## src/rtl/rps_pkg.sv

```systemverilog
package rps_pkg;
  localparam int PAL_ENTRIES = 16;
  localparam int PAL_BYTES   = 2 * PAL_ENTRIES;
  localparam int REC_BYTES   = 256;
  localparam int PIX_BYTES   = REC_BYTES - PAL_BYTES;
  localparam int SLOTS       = 2 * PIX_BYTES;
  localparam int LINE_CYC    = PAL_BYTES + SLOTS + 2;
  localparam int CYC_W       = $clog2(LINE_CYC);
  localparam int SLOT_W      = $clog2(SLOTS);

  typedef struct packed {
    logic [3:0] r;
    logic [3:0] g;
    logic [3:0] b;
  } rgb_t;
endpackage

```

## src/rtl/rps_timer.sv

```systemverilog
module rps_timer
  import rps_pkg::*;
#(
  parameter int LINES  = 256,
  parameter int LINE_W = $clog2(LINES)
) (
  input  logic              clk_i,
  input  logic              rst_ni,
  output logic [CYC_W-1:0]  cyc_o,
  output logic [LINE_W-1:0] line_o,
  output logic              frame_end_o
);
  localparam logic [CYC_W-1:0]  CYC_LAST  = CYC_W'(LINE_CYC - 1);
  localparam logic [LINE_W-1:0] LINE_LAST = LINE_W'(LINES - 1);

  logic eol;
  assign eol         = (cyc_o == CYC_LAST);
  assign frame_end_o = eol && (line_o == LINE_LAST);

  always_ff @(posedge clk_i or negedge rst_ni) begin
    if (!rst_ni) begin
      cyc_o  <= '0;
      line_o <= '0;
    end else if (eol) begin
      cyc_o  <= '0;
      line_o <= frame_end_o ? '0 : line_o + 1'b1;
    end else begin
      cyc_o <= cyc_o + 1'b1;
    end
  end
endmodule

```

## src/rtl/rps_palette.sv

```systemverilog
module rps_palette
  import rps_pkg::*;
(
  input  logic       clk_i,
  input  logic       rst_ni,
  input  logic       we_i,
  input  logic [4:0] widx_i,
  input  logic [7:0] wdata_i,
  input  logic [3:0] ridx_i,
  output rgb_t       rgb_o
);
  logic [3:0] red_tmp;
  rgb_t       ent_q [PAL_ENTRIES];

  // even byte carries red; the entry is committed on the odd byte
  always_ff @(posedge clk_i or negedge rst_ni) begin
    if (!rst_ni)                red_tmp <= '0;
    else if (we_i && !widx_i[0]) red_tmp <= wdata_i[3:0];
  end

  for (genvar k = 0; k < PAL_ENTRIES; k++) begin : g_ent
    always_ff @(posedge clk_i or negedge rst_ni) begin
      if (!rst_ni)
        ent_q[k] <= '0;
      else if (we_i && widx_i[0] && (widx_i[4:1] == 4'(k)))
        ent_q[k] <= rgb_t'({red_tmp, wdata_i});
    end
  end

  assign rgb_o = ent_q[ridx_i];
endmodule

```

## src/rtl/rps_scanout.sv

```systemverilog
module rps_scanout
  import rps_pkg::*;
#(
  parameter int ROWS     = 256,
  parameter int LINES    = 256,
  parameter int VIS_LAST = 244,
  parameter int SHOWN    = 360,
  parameter int ROW_W    = $clog2(ROWS),
  parameter int AW       = ROW_W + 8
) (
  input  logic             clk_i,
  input  logic             rst_ni,
  input  logic             row_we_i,
  input  logic [ROW_W-1:0] row_wdata_i,
  output logic             mem_rd_o,
  output logic [AW-1:0]    mem_addr_o,
  input  logic [7:0]       mem_rdata_i,
  output logic             pix_valid_o,
  output logic [3:0]       pix_r_o,
  output logic [3:0]       pix_g_o,
  output logic [3:0]       pix_b_o,
  output logic             line_start_o,
  output logic             frame_start_o
);
  localparam int LINE_W = $clog2(LINES);
  localparam logic [LINE_W-1:0] VIS_L   = LINE_W'(VIS_LAST);
  localparam logic [SLOT_W-1:0] SHOWN_L = SLOT_W'(SHOWN);
  localparam logic [CYC_W-1:0]  PIX0    = CYC_W'(PAL_BYTES);
  localparam logic [CYC_W-1:0]  PIXEND  = CYC_W'(PAL_BYTES + SLOTS);

  logic [CYC_W-1:0]  cyc;
  logic [LINE_W-1:0] line;
  logic              frame_end;

  rps_timer #(.LINES(LINES), .LINE_W(LINE_W)) u_timer (
    .clk_i, .rst_ni, .cyc_o(cyc), .line_o(line), .frame_end_o(frame_end)
  );

  // row register and per-frame base
  logic [ROW_W-1:0] row_sel_q, base_q;
  always_ff @(posedge clk_i or negedge rst_ni) begin
    if (!rst_ni) begin
      row_sel_q <= '0;
      base_q    <= '0;
    end else begin
      if (row_we_i)  row_sel_q <= row_wdata_i;
      if (frame_end) base_q    <= row_sel_q;
    end
  end

  // stage A: address issue
  logic              line_vis, in_pal, in_pix;
  logic [SLOT_W-1:0] slot_a;
  logic [7:0]        byte_a;
  logic [ROW_W-1:0]  row_a;

  assign line_vis = (line <= VIS_L);
  assign in_pal   = (cyc < PIX0);
  assign in_pix   = (cyc >= PIX0) && (cyc < PIXEND);
  assign slot_a   = SLOT_W'(cyc - PIX0);
  assign byte_a   = in_pal ? cyc[7:0] : 8'(PAL_BYTES) + 8'(slot_a >> 1);
  assign row_a    = base_q + ROW_W'(line);

  assign mem_rd_o   = line_vis && (in_pal || (in_pix && !slot_a[0]));
  assign mem_addr_o = {row_a, byte_a};

  // stage B: data return
  logic              b_pal, b_pix, b_vis, b_sol, b_sof;
  logic [SLOT_W-1:0] b_slot;
  logic [4:0]        b_idx;
  logic [3:0]        lo_q, nib;
  rgb_t              pal_rgb;

  always_ff @(posedge clk_i or negedge rst_ni) begin
    if (!rst_ni) begin
      b_pal  <= 1'b0;
      b_pix  <= 1'b0;
      b_vis  <= 1'b0;
      b_sol  <= 1'b0;
      b_sof  <= 1'b0;
      b_slot <= '0;
      b_idx  <= '0;
    end else begin
      b_pal  <= line_vis && in_pal;
      b_pix  <= in_pix;
      b_vis  <= line_vis;
      b_sol  <= in_pix && (slot_a == '0);
      b_sof  <= in_pix && (slot_a == '0) && (line == '0);
      b_slot <= slot_a;
      b_idx  <= cyc[4:0];
    end
  end

  always_ff @(posedge clk_i or negedge rst_ni) begin
    if (!rst_ni)                           lo_q <= '0;
    else if (b_pix && b_vis && !b_slot[0]) lo_q <= mem_rdata_i[3:0];
  end

  assign nib = b_slot[0] ? lo_q : mem_rdata_i[7:4];

  rps_palette u_pal (
    .clk_i, .rst_ni,
    .we_i(b_pal), .widx_i(b_idx), .wdata_i(mem_rdata_i),
    .ridx_i(nib), .rgb_o(pal_rgb)
  );

  // stage C: output register
  logic show;
  rgb_t rgb_q;
  assign show = b_pix && b_vis && (b_slot < SHOWN_L);

  always_ff @(posedge clk_i or negedge rst_ni) begin
    if (!rst_ni) begin
      pix_valid_o   <= 1'b0;
      rgb_q         <= '0;
      line_start_o  <= 1'b0;
      frame_start_o <= 1'b0;
    end else begin
      pix_valid_o   <= show;
      rgb_q         <= show ? pal_rgb : '0;
      line_start_o  <= b_sol;
      frame_start_o <= b_sof;
    end
  end

  assign pix_r_o = rgb_q.r;
  assign pix_g_o = rgb_q.g;
  assign pix_b_o = rgb_q.b;
endmodule


```

## config.mk

```make
export PLATFORM = sky130hd
export DESIGN_NAME = rps_scanout
export DESIGN_NICKNAME = d
export VERILOG_FILES = /design/src/rtl/rps_pkg.sv /design/src/rtl/rps_timer.sv /design/src/rtl/rps_palette.sv /design/src/rtl/rps_scanout.sv
export SDC_FILE = /design/constraint.sdc
export NUM_CORES = 1
export LEC_CHECK = 0
export BUFFER_PORTS_ARGS = -buffer_cell sky130_fd_sc_hd__buf_4
export CELL_PAD_IN_SITES_DETAIL_PLACEMENT = 0
export CELL_PAD_IN_SITES_GLOBAL_PLACEMENT = 1
export CORE_MARGIN = 2
export CORE_UTILIZATION = 50
export CTS_CLUSTER_SIZE = 30
export DETAILED_ROUTE_END_ITERATION = 6
export GPL_TIMING_DRIVEN = 0
export PLACE_DENSITY = 0.83
export SETUP_SLACK_MARGIN = 0.2
export SYNTH_ARGS = -nofsm -noshare
export SYNTH_HDL_FRONTEND = slang
export SYNTH_SLANG_ARGS = --single-unit
```

## constraint.sdc

```tcl
create_clock -name clk_i -period 4.37 [get_ports clk_i]
set_clock_uncertainty 0.15 [all_clocks]
set_input_delay 0.437 -clock clk_i [delete_from_list [all_inputs] [get_ports clk_i]]
set_output_delay 0.437 -clock clk_i [all_outputs]
set_load 0.005 [all_outputs]
```

# == Word-level counts from Yosys, hierarchy flattened ==
# Cells that the tools add are included.
# totals
elab_cells,139
in_bits,19
ff_bits,267
output_inout_bits,32
# op_classes
bitwise_logic,1
n_reduce_logical,35
n_eq_ne,17
n_lt_le_gt_ge,6
muxes,8
addsub,5
# ops
cell,n
$bmux 12 s4,1
$mux 12,3
$eq 4x4->1 const B,8
$logic_and 1x1->1,28
$lt 9x9->1 const B,2
$eq 4x3->1 const B,4
$mux 8,2
$add 9x1->9 const B,1
$eq 9x9->1 const B,1
$ge 9x6->1 const B,1
$logic_not 9->1,1
$lt 9x6->1 const B,1
$mux 9,1
$sub 9x6->9 const B,1
$add 6x8->8 const A,1
$add 8x1->8 const B,1
$add 8x8->8,1
$eq 4x2->1 const B,2
$eq 8x8->1 const B,1
$le 8x8->1 const B,1
$logic_not 8->1,1
$ge 5x5->1 const B,1
$not 4->5,1
$eq 4x1->1 const B,1
other kinds (4),6

# == Depth between registers and ports, before layout ==
# Gate-level depths: netlist of the first run.
# logic_depth
depth_word,6
ltp_mapped,8
mapped_depth_nobuf,7

# == Hierarchy ==
# From an unflattened synthesis of the first run, not the netlist that was laid out.
# unflattened
hier_cells,813
hier_area_um2,11897.7
# modules_own_cells
module,area_per_inst_um2,cells_per_inst,n_inst,seq_area_each_um2
rps_palette,8795.9,547,1,4904.7
rps_scanout,2224.6,187,1,1226.2
rps_timer,877.1,79,1,425.4

# == Worst setup path before layout of the first run ==
# OpenSTA, ideal clock, no wires.
# synth_timing
kind,register to output
startpoint,reg u_timer.cyc_o[5]
endpoint,out mem_rd_o
required_time_ns,3.783
n_path_buf,2
arrival_time_ns,1.768
path_stages_with_launch,7
slack_ns,2.015
cell_sequence,dfrtp_1 clkbuf_1 inv_1 ha_1 nor3b_1 clkbuf_1 o21a_1
# synth_between
elab_chain_cells,5
elab_cells_between_ends,7
cone_classes,order compare (3); reduce/logical (4)
# synth_lines
item,line,source
start: declaration,rps_timer.sv:9,"output logic [CYC_W-1:0] cyc_o,"
start signal: assignment,rps_timer.sv:28,cyc_o <= cyc_o + 1'b1;
$ge 9x6->1 / $lt 9x9->1 (equally long branches),rps_scanout.sv:59,assign in_pix = (cyc >= PIX0) && (cyc < PIXEND);
$logic_and 1x1->1,rps_scanout.sv:59,
$logic_and 1x1->1,rps_scanout.sv:64,assign mem_rd_o = line_vis && (in_pal || (in_pix && !slot_a[0]));
$logic_or 1x1->1 (*),rps_scanout.sv:64,
$logic_and 1x1->1 (*),rps_scanout.sv:64,
end: declaration,rps_scanout.sv:15,"output logic mem_rd_o,"
# Mark *: on every way between the ends. The rest lies on a longest branch, timed or not.

# == Worst setup path in the final report of the first run ==
# layout_timing
startpoint,reg u_timer.cyc_o[5]
endpoint,out mem_addr_o[0]
# layout_between
elab_chain_cells,2
# layout_lines
item,line,source
$lt 9x6->1,rps_scanout.sv:58,assign in_pal = (cyc < PIX0);
$mux 8,rps_scanout.sv:61,assign byte_a = in_pal ? cyc[7:0] : 8'(PAL_BYTES) + 8'(slot_a >> 1);
end: declaration,rps_scanout.sv:16,"output logic [AW-1:0] mem_addr_o,"
# Every way passes these cells.

==> impl_metrics.py, run 1 <==
metrics = {
    "outcome": {
        "status": "finished with violations",
        "violations": "design-rule violations",
    },
    "cts": {
        "cts_tree": "done",
        "cts_resized": 0,
        "postCtsSetupRepairBufs": 0,
        "cts_buffer_depth": 3,
        "clock-sinks": 262,
        "numCtsBuffers": 30,
        "cts.clk_slew.worst_paths_ns": 0.06,
        "ctsHtreeMaxLevel": 1,
        "clk-insertion-delay-late_ns": 0.56,
        "cts-root-buf": "clkbuf_16",
    },
    "synthesis": {
        "synth_cell_types": 56,
        "synthAdderAreaFrac_pct": 1.77,
        "yosysSeqAreaShare_pct": 50.0,
        "synthCells": 1208,
        "syn-num-nets": 1245,
        "synth-simple-area-share_pct": 10.9,
        "synthXorXnorAreaFrac_pct": 1.54,
        "synth-edff-count": 0,
        "synth_area_sq_um": 13100,
        "syn_avg_cell_area_sq_um": 10.9,
        "synth_top_family_by_area": "multiplexers",
        "muxShareOfSynthArea_pct": 18.4,
        "yosysTopAreaCell": "dfrtp_1",
        "synth_compound_area_share_pct": 13.5,
        "synth_ff_type": "dfrtp_1",
        "async_flop_share_pct": 100,
        "netlist.area_leader.share_pct": 50.0,
        "synth_area_leaders": "dfrtp_1, mux2_2, nand2_1, a21oi_1, nor2b_1",
        "synth_seq_cells": 262,
        "yosysWarnings": 0,
    },
    "pwr": {
        "p_leak_nw": 6.48,
        "p_int_mw": 4.29,
        "power_density_nw_per_um2": 379,
        "swShare_pct": 24.9,
        "seq_power_share_pct": 45.9,
        "clockPowerShare_pct": 44.9,
        "ir_drop_v": 0.000375,
        "power_frac_comb_pct": 9.2,
        "switching_power_mw": 1.42,
    },
    "sta": {
        "drv_slew": 0,
        "fmaxAchievable_mhz": 291,
        "setup_tns_ns": 0,
        "period_needed_ns": 3.44,
        "fin_crit_sh_pct": 78.6,
        "setup_viol": 0,
        "rsz0062_at_grt": "false",
        "relSlewSlack_pct": 40.1,
        "worst_slew_pin_slew_ns": 0.898,
        "hold_viol": 0,
    },
    "route": {
        "route.antenna.remaining_nets": 0,
        "drt_iter0_markers": 1053,
        "drt_first_pass_iters": 7,
        "wirelength_um": 38200,
        "avgRoutedWirePerCell_um": 23.0,
        "drc": 6,
        "vias": 10100,
        "viasPerCell": 6.07,
    },
    "place": {
        "place_congestion": 0.914,
        "hpwl_um": 25700,
        "port_buffers": 47,
        "dp.cells": 1592,
    },
    "worst_setup_path": {
        "critPathKind": "flip-flop to output pin",
        "cp_top_family": "buffers and inverters",
        "cp_cell_sequence": "clkbuf_1 > inv_1 > ha_1 > nor3b_1 > clkbuf_1 > nand2_1 > o21ai_0 > buf_4",
        "slowest_stage": "nor3b_1",
        "critPathMaxStageDelay_ns": 0.64,
        "critPathMostFrequentCell": "clkbuf_1",
        "startpoint_type": "flip-flop",
        "crit_path_end_kind": "output pin",
        "critPathArrivalTime_ns": 2.85,
        "critPathMaxFanout": 10,
        "cp_num_buf_inv": 4,
        "crit_required_ns": 3.78,
    },
    "global_routing": {
        "grt_pass1_vias": 9908,
        "antenna_found_initial": 0,
        "grt_usage_pct": 27.7,
        "overflow": 0,
        "grt_max_degree": 119,
        "grt_pass1_wl_um": 59300,
    },
    "finish": {
        "n_antenna_cell": 0,
        "area_delta_synth_final_pct": 14.8,
        "fill_cells": 2191,
        "nets": 1335,
        "finalNonFillerCells": 1657,
        "drive_gt1_share_pct": 28.6,
    },
    "run": {
        "cap_violations": 0,
    },
    "floorplan": {
        "start_util_pct": 50.6,
        "rows": 59,
        "dieArea_sq_um": 27600,
        "ios": 51,
        "coreArea_sq_um": 25900,
        "fp.dieH_um": 166,
        "die_w_um": 166,
    },
    "min_path": {
        "hold_class": "input port to flip-flop",
    },
}
## cell usage after synthesis, types with 9 or more instances
master / n
nor2_1: 43
o31a_1: 22
xnor2_1: 14
inv_1: 15
buf_2: 45
o21ai_0: 17
o32ai_1: 11
a221oi_1: 25
clkbuf_1: 39
dfrtp_1: 262
ha_1: 17
a22oi_1: 22
a31oi_1: 24
nand3_1: 10
a21oi_1: 97
o22ai_1: 25
nor2b_1: 54
xor2_1: 9
nor3_1: 11
mux2_2: 213
nand2_1: 163
a2111oi_0: 11
## kinds of logic (layout without fill, tap and decap cells)
group	after synthesis	count (layout)
mux	215	215
fa+ha+maj	18	18
buf+inv	111	225
flops	262	262
simple gates	310	310
xor+xnor	23	23
compound gates	269	269
## power groups by stage
stage	clock [mW]	sequential (mW)	combinational, mW
after CTS	2.58	2.62	0.521
after global placement	0	2.65	0.497
final	2.56	2.62	0.527
after floorplan	0	2.64	0.290
after detailed placement	0	2.66	0.512
after global routing	2.69	2.63	0.569
## per-layer routing
metal | part of all wire (%) | global-route usage, %
met1 | 42 | 38.8
met4 | 4.3 | 12.1
met2 | 45 | 42.6
met3 | 8.6 | 5.08
met5 | 0 | 0
## final timing paths
check                           cells past startpoint                            to                        from  slack [ns]
worst max register to register                      7          pix_g_o[0]$_DFF_PN0_          b_idx[0]$_DFF_PN0_        1.18
worst min register to register                      0       frame_start_o$_DFF_PN0_             b_sof$_DFF_PN0_        0.20
min in group asynchronous                           2  u_pal.ent_q[185]$_DFFE_PN0P_                      rst_ni        0.25
max in group asynchronous                           3   u_pal.ent_q[66]$_DFFE_PN0P_                      rst_ni        2.86
worst max-delay path                                8                 mem_addr_o[0]  u_timer.cyc_o[5]$_DFF_PN0_        0.93
worst min-delay path                                2   u_pal.ent_q[96]$_DFFE_PN0P_              mem_rdata_i[0]        0.08
## registers in the layout (all words and copies together), names as in the netlist, 4 cells and up
| name | count |
|---|---|
| u_pal.ent_q | 192 |
| u_timer.cyc_o | 9 |
| base_q | 8 |
| row_sel_q | 8 |
| u_timer.line_o | 8 |
| b_slot | 5 |
| b_idx | 4 |
| lo_q | 4 |
| pix_b_o | 4 |
| pix_g_o | 4 |
| pix_r_o | 4 |
| u_pal.red_tmp | 4 |
## timing repair
item / 4_1_cts / 5_1_grt
hold endpoints to repair: 66 / 0
hold buffers: 9 / 0
endpoints found under the setup margin: 0 / 0
## metrics by stage
step	util [%]	area, sq um	power (mW)	setup slack [ns]	hold slack, ns
floorplan	-	13100	2.93	2.01	-0.00859
global placement	53.6	13900	3.15	0.472	0.186
detailed placement	53.9	14000	3.17	1.31	0.190
CTS	58.1	15100	5.72	0.919	0.0614
global route	58.1	15100	5.88	0.655	0.0708
finish	58.1	15100	5.70	0.933	0.0820
## placed cells by master (no fill, tap or decap), types with 14 or more instances in the layout
cell type | synthesis | final
nand2_1 | 163 | 163
nor2_1 | 43 | 43
a31oi_1 | 24 | 24
clkbuf_16 | 0 | 30
a21oi_1 | 97 | 97
a22oi_1 | 22 | 22
a221oi_1 | 25 | 25
dfrtp_1 | 262 | 262
nor2b_1 | 54 | 54
o22ai_1 | 25 | 25
mux2_2 | 213 | 213
o21ai_0 | 17 | 17
xnor2_1 | 14 | 14
o31a_1 | 22 | 22
ha_1 | 17 | 17
buf_4 | 6 | 52
inv_1 | 15 | 15
clkbuf_1 | 39 | 44
buf_2 | 45 | 45
## area by class of cell
cell class	count	area (sq um)	area share, %
inverters	15	56.3	0.374
repair buffers	58	505	3.36
clock inverters	12	125	0.831
clock buffers	44	893	5.93
flip-flops and latches	262	6560	43.5
plain buffers	96	457	3.03
multi-input cells	835	6050	40.2
well taps	335	419	2.78
No activity file was read; power rests on OpenSTA's default activity.
==> inputs of run 2 (changes only) <==
- clock period: 4.37 -> 3.29 ns (I/O delays scaled with it)
==> run 2 against run 1 <==
- the flow now finishes without violations
- global-route usage hardly changed
- sequential power is 33% higher
- final area rose by 0.66%
- worst hold slack got worse by 0.038 ns
- total power is 33% higher
- critical path type is now flip-flop to flip-flop
- critical endpoint is now pix_g_o[0]$_DFF_PN0_
==> impl_metrics.py, run 2 (synthesis results as in run 1) <==
metrics = {
    "finish": {
        "top_regs": "u_pal.ent_q: 192 flops, u_timer.cyc_o: 9 flops",
        "fill_cells": 2180,
        "fin_util_pct": 58.5,
        "drive_gt1_share_pct": 29.3,
        "multiInputGateArea_sq_um": 6080,
        "area_delta_synth_final_pct": 15.6,
        "largest_register_ffs": 192,
        "finalNonFillerCells": 1664,
        "seqCellArea_sq_um": 6560,
        "nets": 1342,
        "top_register": "u_pal.ent_q",
        "design_area_sq_um": 15200,
        "mostFrequentLayoutCells": "dfrtp_1, mux2_2, nand2_1",
        "n_antenna_cell": 0,
        "final_common_cell": "dfrtp_1",
    },
    "cts": {
        "cts.clk_slew.worst_paths_ns": 0.06,
        "cts-root-buf": "clkbuf_16",
        "cts_buffer_depth": 3,
        "numCtsBuffers": 30,
        "cts_tree": "done",
        "clk-insertion-delay-late_ns": 0.56,
        "clock-sinks": 262,
        "ctsHtreeMaxLevel": 1,
    },
    "sta": {
        "drv_slew": 0,
        "worst_slack_ns": 0.229,
        "worst_slew_pin_slew_ns": 0.904,
        "relSlewSlack_pct": 39.8,
        "fmaxAchievable_mhz": 327,
        "rsz0062_at_grt": "false",
        "setup_tns_ns": 0,
        "hold_ws_ns": 0.0437,
        "period_needed_ns": 3.06,
        "fin_crit_sh_pct": 93.1,
        "setup_viol": 0,
        "hold_viol": 0,
    },
    "route": {
        "drc": 0,
        "drt_first_pass_iters": 5,
        "drt_iter0_markers": 1002,
        "viasPerCell": 6.05,
        "route.antenna.remaining_nets": 0,
        "vias": 10100,
        "wirelength_um": 38200,
        "avgRoutedWirePerCell_um": 23.0,
    },
    "place": {
        "place_congestion": 0.914,
        "hpwl_um": 25700,
        "post-place-ws_ns": 0.231,
        "placed_area_sq_um": 14000,
        "dp.cells": 1592,
        "port_buffers": 47,
    },
    "floorplan": {
        "ios": 51,
        "coreArea_sq_um": 25900,
        "rows": 59,
        "die_w_um": 166,
        "fp.dieH_um": 166,
        "dieArea_sq_um": 27600,
        "start_util_pct": 50.6,
    },
    "worst_setup_path": {
        "regToRegStartpoint": "b_idx[0]$_DFF_PN0_",
        "critPathArrivalTime_ns": 3.31,
        "rrSetupSlack_ns": 0.23,
        "crit_path_end_kind": "flip-flop",
        "startpoint_type": "flip-flop",
        "critPathMaxFanout": 10,
        "critPathKind": "flip-flop to flip-flop",
        "critPathLaunch": "b_idx[0]$_DFF_PN0_",
        "crit_required_ns": 3.54,
    },
    "global_routing": {
        "grt_pass1_vias": 9939,
        "grt_max_degree": 119,
        "grt_pass1_wl_um": 59400,
        "overflow": 0,
        "grt_usage_pct": 27.8,
        "antenna_found_initial": 0,
    },
    "pwr": {
        "seq_power_share_pct": 45.9,
        "clockPowerShare_pct": 44.8,
        "power_frac_comb_pct": 9.3,
        "ir_drop_v": 0.000495,
        "swShare_pct": 24.8,
        "p_int_mw": 5.70,
        "switching_power_mw": 1.88,
        "power_density_nw_per_um2": 500,
        "total_power_mw": 7.58,
        "p_leak_nw": 6.53,
    },
    "min_path": {
        "hold_class": "input port to flip-flop",
        "min_from": "mem_rdata_i[3]",
    },
    "run": {
        "cap_violations": 0,
    },
    "outcome": {
        "status": "complete, no violations",
    },
}
-- run 2: changes by cell type in the layout (fill, tap and decap cells not counted) --
cell | before | now
clkbuf_1 | 44 | 39
clkbuf_2 | 2 | 7
dlygate4sd3_1 | 9 | 14
a21oi_1 | 97 | 95
a21oi_2 | 0 | 2
buf_4 | 52 | 54
ha_1 | 17 | 16
ha_2 | 0 | 1
nor3b_1 | 1 | 0
nor3b_4 | 0 | 1
o41ai_1 | 1 | 0
o41ai_2 | 0 | 1
-- run 2: per-layer routing --
| layer | up-vias | wire [um] | global-route usage (%) |
|---|---|---|---|
| met5 | - | 0 | 0 |
| met4 | 0 | 1670 | 12.1 |
| met3 | 79 | 3550 | 5.10 |
| met2 | 463 | 17200 | 42.6 |
| met1 | 4988 | 15800 | 38.9 |
| li1 | 4536 | - | - |
-- run 2: timing repair --
action,in CTS,in global routing
resized for setup,1,15
hold buffers,14,0
setup buffers,0,2
endpoints found under the setup margin,9,16
hold endpoints to repair,100,0
pin swaps,0,2
-- run 2: final timing paths --
kind	cells past startpoint	endpoint
max in group asynchronous	3	pix_b_o[2]$_DFF_PN0_
worst max register to register	7	pix_g_o[0]$_DFF_PN0_
min in group asynchronous	2	u_pal.ent_q[185]$_DFFE_PN0P_
worst min-delay path	2	u_pal.ent_q[63]$_DFFE_PN0P_
worst min register to register	0	frame_start_o$_DFF_PN0_
worst max-delay path	7	pix_g_o[0]$_DFF_PN0_
-- run 2: worst max-delay path: stages (launching register included) --
cell and delay, ns:
dfrtp_1 0.36, buf_4 0.18, nor2b_1 0.17, buf_2 0.26, clkbuf_1 0.53, a221oi_1 0.22
o32ai_1 0.79, a2111oi_0 0.24
-- run 2: final cells by class --
type                       instances  area share (%)
clock buffer                      44            5.89
sequential                       262            43.2
multi-input combinational        835            40.1
timing repair buffer              65            3.76
inverter                          15           0.371
buffer                            96            3.05
clock inverter                    12           0.825
tap                              335            2.76
-- run 2: power groups by stage --
stage	sequential [mW]	combinational (mW)	clock, mW
after floorplan	3.50	0.386	0
after global placement	3.52	0.660	0
after detailed placement	3.53	0.681	0
after CTS	3.47	0.697	3.43
after global routing	3.49	0.761	3.57
final	3.48	0.705	3.40
==> inputs of run 3 (changes only) <==
--- a/constraint.sdc
+++ b/constraint.sdc
@@ -3,3 +3,3 @@
 set_input_delay 0.329 -clock clk_i [delete_from_list [all_inputs] [get_ports clk_i]]
 set_output_delay 0.329 -clock clk_i [all_outputs]
-set_load 0.005 [all_outputs]
+set_load 0.05 [all_outputs]
==> run 3 against run 2 <==
- sequential power is essentially flat
- core utilization is 0.14 points higher
- flip-flop and latch count unchanged
- total power increased by 0.99%
- routed wire length up 0.27%
- critical path depth is the same
- non-clock buffer count grew 3
- die area unchanged
- final area rose by 0.23%
- setup slack got worse by 0.022 ns
- global-route usage about the same
- largest power group unchanged
- cell count rose by 0.18%
==> impl_metrics.py, run 3 (synthesis results as in run 1) <==
metrics = {
    "sta": {
        "rsz0062_at_grt": "true",
        "relSlewSlack_pct": 39.1,
        "drv_slew": 0,
        "hold_viol": 0,
        "setup_viol": 0,
        "fin_crit_sh_pct": 93.7,
        "worst_slew_pin_slew_ns": 0.914,
        "period_needed_ns": 3.08,
        "fmaxAchievable_mhz": 324,
    },
    "pwr": {
        "ir_drop_v": 0.000524,
        "power_frac_comb_pct": 10.1,
        "swShare_pct": 25.6,
        "p_leak_nw": 6.54,
        "switching_power_mw": 1.96,
        "clockPowerShare_pct": 44.4,
        "seq_power_share_pct": 45.4,
        "p_int_mw": 5.70,
        "power_density_nw_per_um2": 504,
    },
    "route": {
        "wirelength_um": 38300,
        "drt_first_pass_iters": 6,
        "route.antenna.remaining_nets": 0,
        "vias": 10100,
        "viasPerCell": 6.03,
        "avgRoutedWirePerCell_um": 23.0,
        "drt_iter0_markers": 983,
        "drc": 0,
    },
    "worst_setup_path": {
        "critPathKind": "flip-flop to flip-flop",
        "critPathArrivalTime_ns": 3.33,
        "slowest_stage": "o32ai_1",
        "startpoint_type": "flip-flop",
        "rr_worst_depth": 7,
        "regToRegStartpoint": "b_idx[0]$_DFF_PN0_",
        "critPathMaxFanout": 10,
        "worstReg2RegEnd": "pix_g_o[0]$_DFF_PN0_",
        "crit_required_ns": 3.54,
        "cp_cell_sequence": "buf_4 > nor2b_1 > buf_2 > clkbuf_1 > a221oi_1 > o32ai_1 > a2111oi_0",
        "cp_top_family": "compound AO/OA/AOI/OAI gates",
        "critPathMaxStageDelay_ns": 0.80,
        "rrSetupSlack_ns": 0.21,
        "crit_path_end_kind": "flip-flop",
        "cp_num_buf_inv": 3,
    },
    "min_path": {
        "min_to": "u_pal.ent_q[63]$_DFFE_PN0P_",
        "min_from": "mem_rdata_i[3]",
        "holdPathStages": 2,
        "hold_class": "input port to flip-flop",
    },
    "run": {
        "cap_violations": 0,
    },
    "finish": {
        "area_delta_synth_final_pct": 15.8,
        "n_antenna_cell": 0,
        "design_area_sq_um": 15200,
        "multiInputGateArea_sq_um": 6090,
        "final_common_cell": "dfrtp_1",
        "finalNonFillerCells": 1667,
        "mostFrequentLayoutCells": "dfrtp_1, mux2_2, nand2_1",
        "nets": 1345,
        "drive_gt1_share_pct": 29.9,
        "seqCellArea_sq_um": 6560,
        "fill_cells": 2171,
        "top_register": "u_pal.ent_q",
        "top_regs": "u_pal.ent_q: 192 flops, u_timer.cyc_o: 9 flops",
        "largest_register_ffs": 192,
    },
    "cts": {
        "cts.clk_slew.worst_paths_ns": 0.06,
        "numCtsBuffers": 30,
        "clk-insertion-delay-late_ns": 0.57,
        "cts_buffer_depth": 3,
        "ctsHtreeMaxLevel": 1,
        "cts-root-buf": "clkbuf_16",
        "cts_tree": "done",
        "clock-sinks": 262,
    },
    "floorplan": {
        "ios": 51,
        "start_util_pct": 50.6,
        "rows": 59,
        "coreArea_sq_um": 25900,
        "dieArea_sq_um": 27600,
        "fp.dieH_um": 166,
        "die_w_um": 166,
    },
    "global_routing": {
        "grt_usage_pct": 27.8,
        "grt_pass1_vias": 9940,
        "grt_pass1_wl_um": 59500,
        "overflow": 0,
        "antenna_found_initial": 0,
        "grt_max_degree": 119,
    },
    "place": {
        "place_congestion": 0.914,
        "port_buffers": 47,
        "dp.cells": 1592,
        "placed_area_sq_um": 14000,
        "hpwl_um": 25700,
    },
    "outcome": {
        "status": "complete, no violations",
    },
}
## run 3: changes by cell type in the layout (fill, tap and decap cells not counted), sizes merged
cell,change
buf,+3
## run 3: worst max-delay path by stage
stage,start,endpoint,slack [ns],cells after the start
2_1_floorplan,u_timer.cyc_o[5]$_DFF_PN0_,mem_addr_o[0],0.44,6
3_3_place_gp,rst_ni,u_pal.ent_q[50]$_DFFE_PN0P_,-0.50,1
3_5_place_dp,b_idx[0]$_DFF_PN0_,pix_g_o[2]$_DFF_PN0_,0.23,7
4_1_cts,base_q[0]$_DFFE_PN0P_,mem_addr_o[14],0.19,8
5_1_grt,base_q[0]$_DFFE_PN0P_,mem_addr_o[14],0.18,8
6_report,b_idx[0]$_DFF_PN0_,pix_g_o[0]$_DFF_PN0_,0.21,7
## run 3: repair_timing
action,4_1_cts,5_1_grt
hold buffers,14,0
buffers inserted,1,4
endpoints found under the hold margin,100,0
gates resized for setup,4,16
pin swaps,0,8
endpoints found under the setup margin,11,16
## run 3: cell type report
cell class                      count  area share [%]
Inverter                           15           0.370
Tap cell                          335            2.76
Clock inverter                     12           0.823
Clock buffer                       44            5.88
Timing Repair Buffer               68            3.90
Multi-Input combinational cell    835            40.1
Buffer                             96            3.05
Sequential cell                   262            43.2
## run 3: metal layers
metal / global-route usage [%] / part of all wire [%] / vias to the layer above
met5: 0 / 0 / -
met4: 12.1 / 4.3 / 0
met3: 5.10 / 9.2 / 78
met2: 42.7 / 45 / 465
met1: 38.9 / 41 / 4981
li1: - / - / 4535
## run 3: stage by stage
stage / setup TNS [ns] / hold slack, ns / setup WS (ns) / power [mW] / utilization [%]
floorplan: 0 / -0.117 / 0.435 / 3.95 / -
global placement: -123.68 / 0.186 / -0.500 / 4.25 / 53.6
detailed placement: 0 / 0.153 / 0.231 / 4.28 / 53.9
CTS: 0 / 0.0331 / 0.189 / 7.67 / 58.4
global route: 0 / 0.0331 / 0.180 / 7.89 / 58.7
finish: 0 / 0.0384 / 0.207 / 7.66 / 58.7
## run 3: power groups by stage
| stage | Sequential, mW | Clock (mW) | Combinational, mW |
|---|---|---|---|
| after floorplan | 3.57 | 0 | 0.386 |
| after global placement | 3.52 | 0 | 0.729 |
| after detailed placement | 3.53 | 0 | 0.750 |
| after CTS | 3.47 | 3.43 | 0.766 |
| after global routing | 3.49 | 3.57 | 0.830 |
| final | 3.48 | 3.40 | 0.775 |
